<file path="src/rtl/fuse_ctrl_pkg.sv">
package fuse_ctrl_pkg;

    typedef enum logic [3:0] {
        ST_IDLE,
        ST_RD_SEL,
        ST_RD_LOAD,
        ST_RD_STRB,
        ST_RD_CAPT,
        ST_PG_SEL,
        ST_PG_PULSE,
        ST_PG_HOLD,
        ST_FINISH,
        ST_REJECT
    } fz_state_e;

    typedef struct packed {
        logic csb_n;
        logic strobe;
        logic load;
        logic pgm_n;
    } fz_pins_t;

    localparam fz_pins_t PINS_PARKED = '{csb_n: 1'b1, strobe: 1'b0, load: 1'b0, pgm_n: 1'b1};

    function automatic fz_pins_t pins_for(fz_state_e st);
        fz_pins_t p;
        p = PINS_PARKED;
        unique case (st)
            ST_RD_SEL:   p.csb_n = 1'b0;
            ST_RD_LOAD:  begin p.csb_n = 1'b0; p.load = 1'b1; end
            ST_RD_STRB:  begin p.csb_n = 1'b0; p.load = 1'b1; p.strobe = 1'b1; end
            ST_RD_CAPT:  begin p.csb_n = 1'b0; p.load = 1'b1; end
            ST_PG_SEL:   begin p.csb_n = 1'b0; p.pgm_n = 1'b0; end
            ST_PG_PULSE: begin p.csb_n = 1'b0; p.pgm_n = 1'b0; p.strobe = 1'b1; end
            ST_PG_HOLD:  begin p.csb_n = 1'b0; p.pgm_n = 1'b0; end
            default:     p = PINS_PARKED;
        endcase
        return p;
    endfunction

endpackage

</file>
<file path="src/rtl/fuse_gap_timer.sv">
module fuse_gap_timer #(
    parameter int TW = 12
) (
    input  logic          clk,
    input  logic          rst_n,
    input  logic          load,
    input  logic [TW-1:0] load_val,
    output logic          expired
);
    logic [TW-1:0] count_q;

    always_ff @(posedge clk or negedge rst_n) begin
        if (!rst_n)
            count_q <= '0;
        else if (load)
            count_q <= load_val;
        else if (count_q != '0)
            count_q <= count_q - 1'b1;
    end

    assign expired = (count_q == '0);
endmodule

</file>
<file path="src/rtl/fuse_key_lock.sv">
module fuse_key_lock #(
    parameter int          KW  = 8,
    parameter logic [KW-1:0] KEY = 8'hA5
) (
    input  logic          clk,
    input  logic          rst_n,
    input  logic          key_wr,
    input  logic [KW-1:0] key_data,
    output logic          unlocked
);
    always_ff @(posedge clk or negedge rst_n) begin
        if (!rst_n)
            unlocked <= 1'b0;
        else if (key_wr)
            unlocked <= (key_data == KEY);
    end
endmodule

</file>
<file path="src/rtl/fuse_seq_ctrl.sv">
module fuse_seq_ctrl
    import fuse_ctrl_pkg::*;
#(
    parameter int          CLK_MHZ = 250,
    parameter int          GAP_NS  = 20,
    parameter int          PGM_NS  = 10000,
    parameter int          ADDR_W  = 8,
    parameter int          DATA_W  = 8,
    parameter logic [7:0]  KEY     = 8'hA5
) (
    input  logic              clk,
    input  logic              rst_n,
    input  logic              req_valid,
    input  logic              req_prog,
    input  logic [ADDR_W-1:0] req_addr,
    input  logic              key_wr,
    input  logic [7:0]        key_data,
    output logic              busy,
    output logic              done,
    output logic              err,
    output logic [DATA_W-1:0] rd_data,
    output logic              fz_csb_n,
    output logic              fz_strobe,
    output logic              fz_load,
    output logic              fz_pgm_n,
    output logic [ADDR_W-1:0] fz_addr,
    input  logic [DATA_W-1:0] fz_q
);
    localparam int GAP_CYC = (GAP_NS * CLK_MHZ + 999) / 1000;
    localparam int PGM_CYC = (PGM_NS * CLK_MHZ) / 1000;
    localparam int TW      = $clog2(PGM_CYC + 1);
    localparam int BSEL_W  = $clog2(DATA_W);
    localparam logic [TW-1:0] GAP_LD = TW'(GAP_CYC - 1);
    localparam logic [TW-1:0] PGM_LD = TW'(PGM_CYC - 1);

    fz_state_e     state, state_nx;
    logic          tmr_load, tmr_exp, unlocked;
    logic [TW-1:0] tmr_val;
    fz_pins_t      pins_nx;

    fuse_gap_timer #(.TW(TW)) tmr_i (
        .clk(clk), .rst_n(rst_n), .load(tmr_load), .load_val(tmr_val), .expired(tmr_exp)
    );

    fuse_key_lock #(.KW(8), .KEY(KEY)) lock_i (
        .clk(clk), .rst_n(rst_n), .key_wr(key_wr), .key_data(key_data), .unlocked(unlocked)
    );

    // Next-state logic
    always_comb begin
        state_nx = state;
        tmr_load = 1'b0;
        tmr_val  = GAP_LD;
        unique case (state)
            ST_IDLE: begin
                if (req_valid) begin
                    if (!req_prog) begin
                        state_nx = ST_RD_SEL;
                        tmr_load = 1'b1;
                    end else if (unlocked) begin
                        state_nx = ST_PG_SEL;
                        tmr_load = 1'b1;
                    end else begin
                        state_nx = ST_REJECT;
                    end
                end
            end
            ST_RD_SEL:   if (tmr_exp) begin state_nx = ST_RD_LOAD; tmr_load = 1'b1; end
            ST_RD_LOAD:  if (tmr_exp) begin state_nx = ST_RD_STRB; tmr_load = 1'b1; end
            ST_RD_STRB:  if (tmr_exp) begin state_nx = ST_RD_CAPT; tmr_load = 1'b1; end
            ST_RD_CAPT:  if (tmr_exp) state_nx = ST_FINISH;
            ST_PG_SEL: begin
                if (tmr_exp) begin
                    state_nx = ST_PG_PULSE;
                    tmr_load = 1'b1;
                    tmr_val  = PGM_LD;
                end
            end
            ST_PG_PULSE: if (tmr_exp) begin state_nx = ST_PG_HOLD; tmr_load = 1'b1; end
            ST_PG_HOLD:  if (tmr_exp) state_nx = ST_FINISH;
            ST_FINISH,
            ST_REJECT:   state_nx = ST_IDLE;
            default:     state_nx = ST_IDLE;
        endcase
    end

    // State register
    always_ff @(posedge clk or negedge rst_n) begin
        if (!rst_n)
            state <= ST_IDLE;
        else
            state <= state_nx;
    end

    // Registered outputs, decoded from the next state
    assign pins_nx = pins_for(state_nx);

    always_ff @(posedge clk or negedge rst_n) begin
        if (!rst_n) begin
            fz_csb_n  <= 1'b1;
            fz_strobe <= 1'b0;
            fz_load   <= 1'b0;
            fz_pgm_n  <= 1'b1;
            fz_addr   <= '0;
            busy      <= 1'b0;
            done      <= 1'b0;
            err       <= 1'b0;
            rd_data   <= '0;
        end else begin
            fz_csb_n  <= pins_nx.csb_n;
            fz_strobe <= pins_nx.strobe;
            fz_load   <= pins_nx.load;
            fz_pgm_n  <= pins_nx.pgm_n;
            busy      <= (state_nx != ST_IDLE);
            done      <= (state_nx == ST_FINISH) || (state_nx == ST_REJECT);
            err       <= (state_nx == ST_REJECT);
            if (state == ST_IDLE && state_nx == ST_RD_SEL)
                fz_addr <= {req_addr[ADDR_W-1:BSEL_W], {BSEL_W{1'b0}}};
            else if (state == ST_IDLE && state_nx == ST_PG_SEL)
                fz_addr <= req_addr;
            if (state == ST_RD_CAPT && tmr_exp)
                rd_data <= fz_q;
        end
    end
endmodule

</file>
<file path="config.mk">
export PLATFORM = sky130hd
export DESIGN_NAME = fuse_seq_ctrl
export DESIGN_NICKNAME = d
export VERILOG_FILES = /design/src/rtl/fuse_ctrl_pkg.sv /design/src/rtl/fuse_gap_timer.sv /design/src/rtl/fuse_key_lock.sv /design/src/rtl/fuse_seq_ctrl.sv
export SDC_FILE = /design/constraint.sdc
export NUM_CORES = 1
export LEC_CHECK = 0
export ABC_AREA = 1
export BUFFER_PORTS_ARGS = -buffer_cell sky130_fd_sc_hd__buf_2
export CORE_MARGIN = 3
export CORE_UTILIZATION = 38
export CTS_CLUSTER_DIAMETER = 120
export CTS_CLUSTER_SIZE = 8
export DETAILED_ROUTE_END_ITERATION = 8
export GPL_TIMING_DRIVEN = 1
export MAX_ROUTING_LAYER = met4
export RECOVER_POWER = 100
export SYNTH_ARGS = -nofsm -noshare
export SYNTH_HDL_FRONTEND = slang
export SYNTH_SLANG_ARGS = --single-unit
</file>
<file path="constraint.sdc">
create_clock -name clk -period 2.18 [get_ports clk]
set_clock_uncertainty 0.1 [all_clocks]
set_input_delay 0.436 -clock clk [delete_from_list [all_inputs] [get_ports clk]]
set_output_delay 0.436 -clock clk [all_outputs]
set_load 0.05 [all_outputs]
</file>
**Word level (Yosys, flattened, before mapping)**

Cells that the tools add are included.

- Add/subtract/negate cells: 1
- Equal/unequal tests: 17
- Multiplexer cells: 25
- Reduce and logical (&&, ||, !) cells: 16

Operators with widths:

| cell | number |
|---|---|
| 12-bit two-way mux | 4 |
| 4-bit two-way mux | 9 |
| 4-bit by 3-bit equality test with 1-bit output (second input constant) | 8 |
| 4-bit case mux with 7 select lines | 1 |
| 4-bit by 2-bit equality test with 1-bit output (second input constant) | 4 |
| 8-bit two-way mux | 2 |
| 12-bit logical NOT | 1 |
| 12-bit nonzero test | 1 |
| 12-bit by 1-bit subtractor with 12-bit output (second input constant) | 1 |
| 4-bit by 1-bit equality test with 1-bit output (second input constant) | 2 |
| 4-bit equality test (second input constant) | 2 |
| 8-bit equality test (second input constant) | 1 |
| 1-bit two-way mux | 8 |
| 7-bit OR reduction | 1 |
| 3-bit OR reduction | 2 |
| 5-bit OR reduction | 1 |
| 4-bit logical NOT | 1 |
| 2-bit nonzero test | 2 |
| 4-bit nonzero test | 1 |
| 2-bit OR reduction | 2 |
| 1-bit logical AND | 3 |
| 1-bit case mux with 2 select lines | 1 |
| 1-bit logical OR | 1 |

- Register bits: 40
- Output and inout port bits: 23
- Logic and storage cells: 71

**Depth between registers and ports, before layout**

- Word-level depth: 8
- Mapped depth: 12
- Mapped depth without buffers: 12

**By module**

From an unflattened synthesis, not the netlist that was laid out.

- Cells, all modules: 277
- Area, all modules: 2208.4 um2

Modules (own cells, without submodules):

| module | times used | cells an instance | area each (um2) |
|---|---|---|---|
| fuse_seq_ctrl | 1 | 143 | 1306.3 |
| fuse_gap_timer | 1 | 122 | 834.6 |
| fuse_key_lock | 1 | 12 | 67.6 |

**Worst setup path after synthesis**

OpenSTA, ideal clock, no wires.

- Path kind: reg2reg
- From: reg tmr_i.count_q[0]
- To: reg tmr_i.count_q[5]
- Setup time: 0.125 ns
- Data arrival time: 1.442 ns
- Data required time: 1.955 ns
- Setup slack: 0.513 ns
- Cell stages (with the launch flop): 10
- Buffers on the path: 0
- Period minus slack after synthesis: 1.667 ns
- Cell sequence: dfrtp_1 inv_1 ha_1 nand2_1 nor2_1 nand3_4 o21ai_4 inv_2 o21ai_1 a21oi_1

- Word-level cells in the longest chain between the ends: 4
- Elaborated cells between the ends (all ways): 8
- Those cells by class: add/sub (1); mux (4); reduce/logical (3)

RTL lines:

| element | line | source |
|---|---|---|
| from (decl) | fuse_gap_timer.sv:10 | `logic [TW-1:0] count_q;` |
| from (signal assigned) | fuse_gap_timer.sv:16 | `count_q <= load_val;` |
| from (signal assigned) | fuse_gap_timer.sv:18 | `count_q <= count_q - 1'b1;` |
| branches (longest 4 deep; another with 12-bit by 1-bit subtractor with 12-bit output) | n/a |  |

Several ways; the timed one is not identified. The select of a mux whose other input is x is not followed.
A chain may end at the register's enable or synchronous reset.

**Final worst setup path**

- From: reg tmr_i.count_q[0]
- To: reg tmr_i.count_q[2]

- Word-level cells in the longest chain between the ends: 4
- Elaborated cells between the ends (all ways): 10
- Those cells by class: add/sub (1); mux (6); reduce/logical (3)

RTL lines:

| element |
|---|
| branches (longest 4 deep; another with 12-bit by 1-bit subtractor with 12-bit output) |

Several ways; the timed one is not identified. The select of a mux whose other input is x is not followed.

==> impl_metrics.env <==
export IMPL_numCtsBuffers=5
export IMPL_startpoint_type="flop"
export IMPL_seq_area_frac_synth=0.483
export IMPL_vias=1705
export IMPL_post_route_min_period_ns=1.94
export IMPL_placedCellCount=361
export IMPL_layout_area_overhead_vs_synth_pct=17.2
export IMPL_die_w_um=79.9
export IMPL_post_drt_via_cell_ratio=4.62
export IMPL_powerDensity_nw_per_um2=1300
export IMPL_final_area_um2=2430
export IMPL_clk_latency_ns=0.29
export IMPL_slew_violations=0
export IMPL_clockBufferDepth=2
export IMPL_cts_hold_buffers=0
export IMPL_ant_nets=0
export IMPL_finalNonFillerCells=369
export IMPL_last_weighted_congestion_value_of_the_routability_driven_placer=0.871
export IMPL_worstMarginPinSlew_ns=0.976
export IMPL_mappedNetlistNets=272
export IMPL_path_common_cell="sky130_fd_sc_hd__nor2_1"
export IMPL_die_footprint_um2=6390
export IMPL_number_of_levels_in_the_clock_h_tree=2
export IMPL_timing_hold_violations_final=0
export IMPL_critPathMaxStageDelay_ns=0.39
export IMPL_max_freq_ghz=0.517
export IMPL_tritoncts="built"
export IMPL_clkSlewWorstSetupHoldPaths_ns=0.08
export IMPL_initial_core_util=0.399
export IMPL_cp_cell_sequence="inv_1 -> ha_1 -> inv_1 -> nor2_1 -> nand2_1 -> nor2_1 -> nand2_2 -> inv_2 -> nand4_1 -> o21ai_1 -> nor2_1"
export IMPL_synth_seq_cells=40
export IMPL_finalNetCount=329
export IMPL_final_setup_fails=0
export IMPL_globalRouteTotalUtil=0.153
export IMPL_cp_max_fo=7
export IMPL_grt_max_degree=41
export IMPL_post_synth_num_cell_types=35
export IMPL_layout_cells_most_common="sky130_fd_sc_hd__nand2_1"
export IMPL_placed_cell_area_um2=2410
export IMPL_grt_pass1_wl_um=7560
export IMPL_cts_sinks=40
export IMPL_dr_pass1_iters=4
export IMPL_required_ns=2.26
export IMPL_layout_common_cells="sky130_fd_sc_hd__nand2_1 (52), sky130_fd_sc_hd__dfrtp_1 (38), sky130_fd_sc_hd__inv_1 (29)"
export IMPL_post_cts_buffers=0
export IMPL_finalHoldWorstSlack_ns=0.236
export IMPL_drv_max_cap_violation_count=0
export IMPL_run_status="finished, final reports clean"
export IMPL_antenna_found_initial=0
export IMPL_multi_input_area_um2=861
export IMPL_mapped_area_um2=2080
export IMPL_placement_io_buffers=51
export IMPL_post_route_cells_drive_above_1_share=0.221
export IMPL_crit_path_top_delay_cell="sky130_fd_sc_hd__dfrtp_1"
export IMPL_grt_pass1_vias=1609
export IMPL_hold_class="primary input to flop"
export IMPL_synthesis_yosys_warnings=0
export IMPL_criticalPathCategory="flop to flop"
export IMPL_placeable_core_region_um2=5200
export IMPL_detailed_place_hpwl_um=3290
export IMPL_detail_route_drc_violations=0
export IMPL_p_leak_nw=1.26
export IMPL_layout_worst_path_cycle_share=0.888
export IMPL_area_sequential_um2=1000
export IMPL_root_buffer="sky130_fd_sc_hd__clkbuf_8"
export IMPL_layout_filler_cells=550
export IMPL_worst_slew_margin_rel=0.349
export IMPL_die_height_um=79.9
export IMPL_finalSetupTns_ns=0
export IMPL_post_synth_cell_area_avg_um2=8.62
export IMPL_post_cts_resized=0
export IMPL_worst_endpoint_arrival_ns=2.02
export IMPL_ioPinCount=52
export IMPL_rsz_0062_raised_after_global_routing="false"
export IMPL_worst_setup_path_end_kind="flop"
export IMPL_num_rows=26
export IMPL_total_wirelength_um=4230
export IMPL_drt_wirelength_per_cell_um=11.5
export IMPL_ir_drop_mv=0.926
export IMPL_grt_overflow_total=0
export IMPL_synth_cells=241
export IMPL_drt_iter0_drc=56
export IMPL_antenna_cells=0
## cell type report
| cell class | count | area share |
|---|---|---|
| timing repair buffer | 52 | 0.0951 |
| tap | 70 | 0.0360 |
| clock inverter | 2 | 0.0144 |
| clock buffer | 6 | 0.0298 |
| multi-input combinational | 161 | 0.354 |
| sequential | 40 | 0.412 |
| inverter | 38 | 0.0586 |
## synth_stat cells
cell type | n | area share
sky130_fd_sc_hd__o211ai_2 | 1 | 0.0060
sky130_fd_sc_hd__nand4_2 | 2 | 0.012
sky130_fd_sc_hd__buf_2 | 1 | 0.0024
sky130_fd_sc_hd__nor2_4 | 2 | 0.011
sky130_fd_sc_hd__dfstp_2 | 2 | 0.025
sky130_fd_sc_hd__a211oi_1 | 2 | 0.0072
sky130_fd_sc_hd__nor3_1 | 2 | 0.0048
sky130_fd_sc_hd__xnor2_1 | 2 | 0.0084
sky130_fd_sc_hd__xor2_1 | 3 | 0.013
sky130_fd_sc_hd__nor2_2 | 4 | 0.012
sky130_fd_sc_hd__nor2_1 | 23 | 0.042
sky130_fd_sc_hd__inv_2 | 9 | 0.016
sky130_fd_sc_hd__nand4_1 | 3 | 0.0090
sky130_fd_sc_hd__o21ai_2 | 1 | 0.0042
sky130_fd_sc_hd__a21oi_2 | 1 | 0.0042
sky130_fd_sc_hd__mux2_2 | 2 | 0.011
sky130_fd_sc_hd__dfrtp_1 | 38 | 0.46
sky130_fd_sc_hd__mux2_4 | 3 | 0.022
sky130_fd_sc_hd__o21ai_4 | 1 | 0.0078
sky130_fd_sc_hd__nor3_2 | 1 | 0.0048
sky130_fd_sc_hd__nand2_1 | 50 | 0.090
sky130_fd_sc_hd__nand2_4 | 1 | 0.0054
sky130_fd_sc_hd__inv_1 | 29 | 0.052
sky130_fd_sc_hd__a21oi_1 | 10 | 0.024
sky130_fd_sc_hd__o21a_1 | 1 | 0.0036
sky130_fd_sc_hd__nand3_2 | 3 | 0.014
sky130_fd_sc_hd__nand3_4 | 1 | 0.0084
sky130_fd_sc_hd__nor4_1 | 1 | 0.0030
sky130_fd_sc_hd__nand2_2 | 7 | 0.021
sky130_fd_sc_hd__o21ai_1 | 9 | 0.022
sky130_fd_sc_hd__ha_1 | 2 | 0.012
sky130_fd_sc_hd__nand3b_1 | 2 | 0.0072
sky130_fd_sc_hd__buf_6 | 1 | 0.0054
sky130_fd_sc_hd__o21ai_0 | 7 | 0.017
sky130_fd_sc_hd__nand3_1 | 14 | 0.034
## power by group
part | switching (W) | leakage (nW) | internal, W
logic | 0.00102 | 0.732 | 0.000423
clock network | 0.000246 | 0.0552 | 0.000340
registers | 0.000172 | 0.476 | 0.000971
total | 0.00144 | 1.26 | 0.00173
## cell families (layout without fill, tap and decap cells)
logic type,after synthesis,in the layout,synth area share
mux,5,5,0.0325
simple gates,116,116,0.279
fa+ha+maj,2,2,0.0120
buf+inv,40,98,0.0765
flops,40,40,0.483
xor+xnor,5,5,0.0211
compound gates,33,33,0.0958
## registers in the layout, indices dropped and copies added (netlist names)
register and flops:
fz_load 1, fz_strobe 1, err 1, state 4, fz_csb_n 1, rd_data 8, lock_i.unlocked 1, busy 1
done 1, fz_addr 8, tmr_i.count_q 12, fz_pgm_n 1
## final timing paths
path | startpoint | end | slack [ns] | cells past startpoint
worst max-delay path | tmr_i.count_q[0] | tmr_i.count_q[2] | 0.24 | 11
worst min-delay path | key_wr | lock_i.unlocked | 0.24 | 2
worst max register to register | tmr_i.count_q[0] | tmr_i.count_q[2] | 0.24 | 11
worst min register to register | fz_addr[2] | fz_addr[2] | 0.39 | 2
max in group asynchronous | rst_n | tmr_i.count_q[10] | 1.10 | 2
min in group asynchronous | rst_n | tmr_i.count_q[5] | 0.28 | 2
## metal layers
layer  GRT usage  vias up  share of wire
met5           -        -              0
met4      0.0405        0         0.0097
met3      0.0418        5          0.038
met2       0.223       37           0.47
met1       0.211      776           0.48
li1            -      887              -
## worst max-delay path, delay by kind of cell, from the launching register on
kind	cells	cell delay [ns]
fa+ha+maj	1	0.19
compound gates	1	0.17
flops	1	0.39
buf+inv	3	0.28
simple gates	6	0.72
## metrics by stage
step | util | setup WS, ns | power [W]
final | 0.468 | 0.244 | 0.00317
after CTS | 0.484 | 0.223 | 0.00330
after global placement | 0.463 | 0.300 | 0.00269
after detailed placement | 0.463 | 0.234 | 0.00270
after floorplan | - | 0.513 | 0.00236
after global routing | 0.468 | 0.0383 | 0.00343
(Power assumes the default switching activity.)
